<file path="src/rtl/rx_idle_timeout_pkg.sv">
package rx_idle_timeout_pkg;

    typedef enum logic [1:0] {
        ST_OFF  = 2'd0,
        ST_WAIT = 2'd1,
        ST_RUN  = 2'd2,
        ST_DONE = 2'd3
    } rxto_state_e;

endpackage

</file>
<file path="src/rtl/rxto_ctrl.sv">
module rxto_ctrl
    import rx_idle_timeout_pkg::*;
(
    input  logic        clk,
    input  logic        rst_n,
    input  logic        val_zero,
    input  logic        bit_tick,
    input  logic        char_rx,
    input  logic        cmd_arm,
    input  logic        cmd_restart,
    input  logic        cnt_last,
    output rxto_state_e state,
    output logic        load,
    output logic        dec,
    output logic        expire
);

    rxto_state_e state_q;
    rxto_state_e state_d;

    // State register
    always_ff @(posedge clk) begin
        if (!rst_n) begin
            state_q <= ST_WAIT;
        end else begin
            state_q <= state_d;
        end
    end

    // Next-state selection, priority: zero, restart, char, arm
    always_comb begin
        state_d = state_q;
        if (val_zero) begin
            state_d = ST_OFF;
        end else if (cmd_restart || char_rx) begin
            state_d = ST_RUN;
        end else if (cmd_arm) begin
            state_d = ST_WAIT;
        end else begin
            unique case (state_q)
                ST_OFF:  state_d = ST_WAIT;
                ST_WAIT: state_d = ST_WAIT;
                ST_RUN:  state_d = (bit_tick && cnt_last) ? ST_DONE : ST_RUN;
                ST_DONE: state_d = ST_DONE;
                default: state_d = ST_WAIT;
            endcase
        end
    end

    // Output decode
    always_comb begin
        load   = 1'b0;
        dec    = 1'b0;
        expire = 1'b0;
        if (!val_zero) begin
            if (cmd_restart || char_rx) begin
                load = 1'b1;
            end else if (!cmd_arm) begin
                unique case (state_q)
                    ST_RUN: begin
                        dec    = bit_tick;
                        expire = bit_tick && cnt_last;
                    end
                    ST_OFF, ST_WAIT, ST_DONE: begin
                        dec = 1'b0;
                    end
                    default: dec = 1'b0;
                endcase
            end
        end
    end

    assign state = state_q;

    AST_NO_DEC_WITHOUT_TICK: assert property (@(posedge clk) disable iff (!rst_n)
        dec |-> bit_tick);
    AST_CHAR_BEATS_TICK: assert property (@(posedge clk) disable iff (!rst_n)
        (char_rx && !val_zero) |-> (load && !dec));
    AST_ZERO_GOES_OFF: assert property (@(posedge clk) disable iff (!rst_n)
        val_zero |=> (state_q == ST_OFF));
    AST_RESTART_RUNS: assert property (@(posedge clk) disable iff (!rst_n)
        (cmd_restart && !val_zero) |=> (state_q == ST_RUN));
    AST_ARM_WAITS: assert property (@(posedge clk) disable iff (!rst_n)
        (cmd_arm && !cmd_restart && !char_rx && !val_zero) |=> (state_q == ST_WAIT));

endmodule

</file>
<file path="src/rtl/rxto_counter.sv">
module rxto_counter #(
    parameter int CNT_W = 16
) (
    input  logic             clk,
    input  logic             rst_n,
    input  logic             load,
    input  logic             dec,
    input  logic [CNT_W-1:0] value,
    output logic [CNT_W-1:0] count,
    output logic             last
);

    localparam logic [CNT_W-1:0] ONE = {{(CNT_W-1){1'b0}}, 1'b1};

    logic [CNT_W-1:0] cnt_q;

    always_ff @(posedge clk) begin
        if (!rst_n) begin
            cnt_q <= '0;
        end else if (load) begin
            cnt_q <= value;
        end else if (dec && (cnt_q != '0)) begin
            cnt_q <= cnt_q - ONE;
        end
    end

    assign count = cnt_q;
    assign last  = (cnt_q == ONE);

    AST_LOAD_TAKES_VALUE: assert property (@(posedge clk) disable iff (!rst_n)
        load |=> (cnt_q == $past(value)));
    AST_HOLD_NO_TICK: assert property (@(posedge clk) disable iff (!rst_n)
        (!load && !dec) |=> $stable(cnt_q));
    AST_NO_WRAP: assert property (@(posedge clk) disable iff (!rst_n)
        (!load && cnt_q == '0) |=> (cnt_q == '0));

endmodule

</file>
<file path="src/rtl/rxto_flag.sv">
module rxto_flag (
    input  logic clk,
    input  logic rst_n,
    input  logic set,
    input  logic clr,
    input  logic irq_en,
    output logic flag,
    output logic irq
);

    logic flag_q;

    always_ff @(posedge clk) begin
        if (!rst_n) begin
            flag_q <= 1'b0;
        end else if (clr) begin
            flag_q <= 1'b0;
        end else if (set) begin
            flag_q <= 1'b1;
        end
    end

    assign flag = flag_q;
    assign irq  = flag_q & irq_en;

    AST_CLEAR_WORKS: assert property (@(posedge clk) disable iff (!rst_n)
        clr |=> !flag_q);
    AST_STICKY: assert property (@(posedge clk) disable iff (!rst_n)
        (flag_q && !clr) |=> flag_q);

endmodule

</file>
<file path="src/rtl/rx_idle_timeout.sv">
module rx_idle_timeout
    import rx_idle_timeout_pkg::*;
#(
    parameter int CNT_W = 16
) (
    input  logic             clk,
    input  logic             rst_n,
    input  logic             bit_tick,
    input  logic             char_rx,
    input  logic [CNT_W-1:0] to_value,
    input  logic             cmd_arm,
    input  logic             cmd_restart,
    input  logic             irq_en,
    output logic             to_flag,
    output logic             irq
);

    rxto_state_e      state;
    logic             load;
    logic             dec;
    logic             expire;
    logic             cnt_last;
    logic [CNT_W-1:0] count;
    logic             val_zero;
    logic             flag_clr;

    assign val_zero = (to_value == '0);
    assign flag_clr = cmd_arm | cmd_restart | val_zero;

    rxto_ctrl u_ctrl (
        .clk         (clk),
        .rst_n       (rst_n),
        .val_zero    (val_zero),
        .bit_tick    (bit_tick),
        .char_rx     (char_rx),
        .cmd_arm     (cmd_arm),
        .cmd_restart (cmd_restart),
        .cnt_last    (cnt_last),
        .state       (state),
        .load        (load),
        .dec         (dec),
        .expire      (expire)
    );

    rxto_counter #(.CNT_W(CNT_W)) u_cnt (
        .clk   (clk),
        .rst_n (rst_n),
        .load  (load),
        .dec   (dec),
        .value (to_value),
        .count (count),
        .last  (cnt_last)
    );

    rxto_flag u_flag (
        .clk    (clk),
        .rst_n  (rst_n),
        .set    (expire),
        .clr    (flag_clr),
        .irq_en (irq_en),
        .flag   (to_flag),
        .irq    (irq)
    );

    AST_ZERO_NO_FLAG: assert property (@(posedge clk) disable iff (!rst_n)
        val_zero |=> !to_flag);
    AST_IRQ_NEEDS_FLAG: assert property (@(posedge clk) disable iff (!rst_n)
        irq |-> (to_flag && irq_en));
    AST_DONE_AT_ZERO: assert property (@(posedge clk) disable iff (!rst_n)
        (state == ST_DONE) |-> (count == '0));
    AST_RISE_ONLY_RUN: assert property (@(posedge clk) disable iff (!rst_n)
        $rose(to_flag) |-> ($past(state) == ST_RUN));

endmodule

</file>
<file path="config.mk">
export PLATFORM = sky130hd
export DESIGN_NAME = rx_idle_timeout
export DESIGN_NICKNAME = d
export VERILOG_FILES = /design/src/rtl/rx_idle_timeout_pkg.sv /design/src/rtl/rxto_ctrl.sv /design/src/rtl/rxto_counter.sv /design/src/rtl/rxto_flag.sv /design/src/rtl/rx_idle_timeout.sv
export SDC_FILE = /design/constraint.sdc
export NUM_CORES = 1
export LEC_CHECK = 0
export CORE_MARGIN = 2
export CORE_UTILIZATION = 47
export CTS_BUF_LIST = sky130_fd_sc_hd__clkbuf_4 sky130_fd_sc_hd__clkbuf_8 sky130_fd_sc_hd__clkbuf_16
export DETAILED_ROUTE_END_ITERATION = 10
export PLACE_DENSITY_LB_ADDON = 0.05
export SETUP_SLACK_MARGIN = 0.5
export SLEW_MARGIN = 20
export SYNTH_ARGS = -nofsm -noshare
export SYNTH_HDL_FRONTEND = slang
export SYNTH_SLANG_ARGS = --single-unit
export TNS_END_PERCENT = 10
</file>
<file path="constraint.sdc">
create_clock -name clk -period 2.2 [get_ports clk]
set_input_delay 0.55 -clock clk [delete_from_list [all_inputs] [get_ports clk]]
set_output_delay 0.55 -clock clk [all_outputs]
set_load 0.01 [all_outputs]
</file>
==> reports/results.tsv <==
metric	value	unit
WL/cell	17.93	um
gr usage total	30.24	%
RSZ-0062 raised after global routing	true	
status	complete, but fails checks	
Nets	261	
Setup Crit Path Kind	primary input to flip-flop	
clk slew on worst S/H paths	0.14	ns
GPL Wtd Cong	0.8861	
Pint	0.0005847	W
DRC Markers	0	
Worst VDD drop	0.0004840	V
H-Tree Level Count	1	
Max-slew headroom	72.19	%
via count	1657	
period utilisation layout	100.1	%
TritonCTS clock tree	yes	
Detailed Route Iter0 Violations	79	
Sum Neg Setup Slack	-0.001229	ns
Die Height	58.21	um
Worst Skew	0.01197	ns
Setup crit start kind	primary input	
clock tree buffer depth	2	
HP Class	primary input to flip-flop	
Layout area overhead	56.43	%
largest net degree at the start of global routing	16	
commonest non-fill, non-tap cell in the layout	buf_4	
clock network power share	23.3	%
vias in the first global route	1666	
count of input and output buffers	24	
Pwr Density	414.1	mW/mm^2
critical path, cell by cell	buf_6 -> or4_4 -> or4_4 -> buf_6 -> nand4_4 -> o2bb2ai_2 -> a221o_1	
Logic pwr share	31.9	%
Fmax achieved	0.4543	GHz
Synth Register Bits	19	
Avg Cell Area, Syn	8.633	um^2
sequential share of the synthesized area	27.54	%
r2r setup slk	0.21	ns
total CTS buffers	3	
Leakage	0.8614	nW
synthesized area	0.001381	mm^2
Initial Util	49.66	%
Die Width	58.21	um
Final Slew Violations	0	
row count	19	
Slew @ Worst Pin	0.4156	ns
Sequential Area	380.4	um^2
I/O pins	25	
Tot Pwr	0.0008948	W
final core occ	77.69	%
most frequent cells in the layout	buf_4, dfxtp_1, nand2_1	
Total Wirelength	4751	um
PnR worst setup slack	-0.001229	ns
MaxCap Viol Count	0	
crit path DAT	2.44	ns
core area	0.002781	mm^2
Min Hold Slack	0.5187	ns
violated checks	setup timing	
CP max-delay cell	or4_4	
CP Data Required Time	2.44	ns
Finish-stage setup viols	1	
crit end category	flip-flop	
Sw Pwr	0.0003102	W
count of different cell masters after synthesis	52	
Multi-input gate area	0.001090	mm^2
hold-fix buffers at CTS	0	
post-DR vias/cell	6.253	
share of layout cells above drive strength 1	45.73	%
Synth Net Count	186	
ant diodes	0	
critical path's top delay family	simple AND/OR/NAND/NOR gates	
Switching Fraction	34.66	%
Final Hold Vio Count	0	
clk root buf	clkbuf_4	
Final HPWL DP	3384	um
grt total ovfl	0	
antenna violations before repair	0	
Filler cells	197	
worst path bufs/invs	2	
Sink Count	19	
clk_lat worst skew	0.33	ns
Post-Syn Instances	160	
crit path time final	2.201	ns
first-pass GRT wire length	7790	um
first-pass iteration count of the detailed router	4	
Die ar.	0.003388	mm^2
ANT nets after route	0	
slowest stage delay, CP	0.59	ns
crit-path max FO	6	
Ys Warns	0	
Reg power frac	44.8	%
[registers in the layout, indices dropped and copies added, names as in the netlist]
| name | count |
|---|---|
| u_cnt.count | 16 |
| u_ctrl.state | 2 |
| u_flag.flag | 1 |
[repair_timing]
| item | CTS | global route |
|---|---|---|
| pin swaps | 19 | 9 |
| endpoints found under the setup margin | 21 | 19 |
| buffers inserted | 6 | 2 |
| gates resized for setup | 85 | 9 |
[path summary, 6_finish.rpt]
path                            depth (start not counted)       startpoint         endpoint
worst max-delay path                                    7      to_value[1]   u_cnt.count[9]
worst min register to register                          2  u_ctrl.state[1]  u_ctrl.state[1]
worst min-delay path                                    3      to_value[4]   u_cnt.count[4]
worst max register to register                          8   u_cnt.count[1]   u_cnt.count[3]
[synthesized netlist by cell type (all sizes together)]
master   count  area share [%]
nor3         9             3.3
nor4         8             4.1
and3         5             3.0
a32oi        2             1.3
or3          1            0.45
o221ai       2             1.7
nor4bb       1            0.72
o211ai       1            0.54
a211o        2             1.3
and2         5             2.3
nor4b        2             1.3
a211oi       1            0.54
o21bai       1            0.54
a32o         2             1.4
a31oi        1            0.45
a2111oi      3             6.0
inv          7             1.9
or2          2            0.91
nor2b        1            0.45
o31ai        2             1.1
nand2       12             3.8
clkbuf       2            0.54
o22ai        3             1.4
a221oi       2             1.3
a21oi        7             2.5
or4          5             3.5
o41ai        1             1.2
nor2        10             2.7
dfxtp       19              28
o31a         1            0.63
ha           3             2.7
nor3b        3             1.6
nand4        7             3.6
or3b         1            0.63
nand4bb      1            0.82
and4         1            0.63
nand2b       1            0.45
o2bb2ai      1            0.63
a221o        3             2.2
nand3        7             2.9
o21ai        7             2.5
buf          4             2.4
nand4b       1            0.63
[power by group through the flow]
stage | Clock [W] | Combinational, W | Sequential (W)
2_1_floorplan | 0 | 0.000132 | 0.000395
3_3_place_gp | 0 | 0.000257 | 0.000401
3_5_place_dp | 0 | 0.000262 | 0.000403
4_1_cts | 0.000202 | 0.000271 | 0.000396
5_1_grt | 0.000220 | 0.000308 | 0.000404
6_report | 0.000208 | 0.000286 | 0.000401
[logic make-up (layout without fill, tap and decap cells)]
kind of cell	count (synthesis)	count (layout)	synth area share, %
fa+ha+maj	3	3	2.718
flops	19	19	27.54
compound gates	42	42	27.18
buf+inv	13	87	4.801
simple gates	83	83	37.77
[worst min-delay path, delay by kind of cell]
family | cells | cell delay (ns)
buf+inv | 1 | 0.11
compound gates | 1 | 0.09
simple gates | 1 | 0.07
[per-layer routing]
layer	GRT usage, %	routed length (um)	share of wire [%]
met1	38.87	2025	43
met4	12.62	86	1.8
met2	50.65	2369	50
met3	4.241	270	5.7
met5	0	0	0
[stage by stage]
stage          setup slack (ns)  instance area (um^2)  cells
6_report              -0.001229                  2161    265
4_1_cts                -0.01521                  2118    263
3_3_place_gp            -0.6888                  1969    253
3_5_place_dp            -0.7262                  1969    253
5_1_grt                -0.02765                  2161    265
2_1_floorplan           -0.1446                  1400    160
[area by class of cell]
class / count / area share [%]
Multi-Input combinational cell: 128 / 50.43
Tap cell: 31 / 1.795
Inverter: 7 / 1.216
Timing Repair Buffer: 76 / 27.68
Clock buffer: 3 / 1.042
Clock inverter: 1 / 0.2316
Sequential cell: 19 / 17.60
Note: power is estimated with default switching activity, not from simulation.
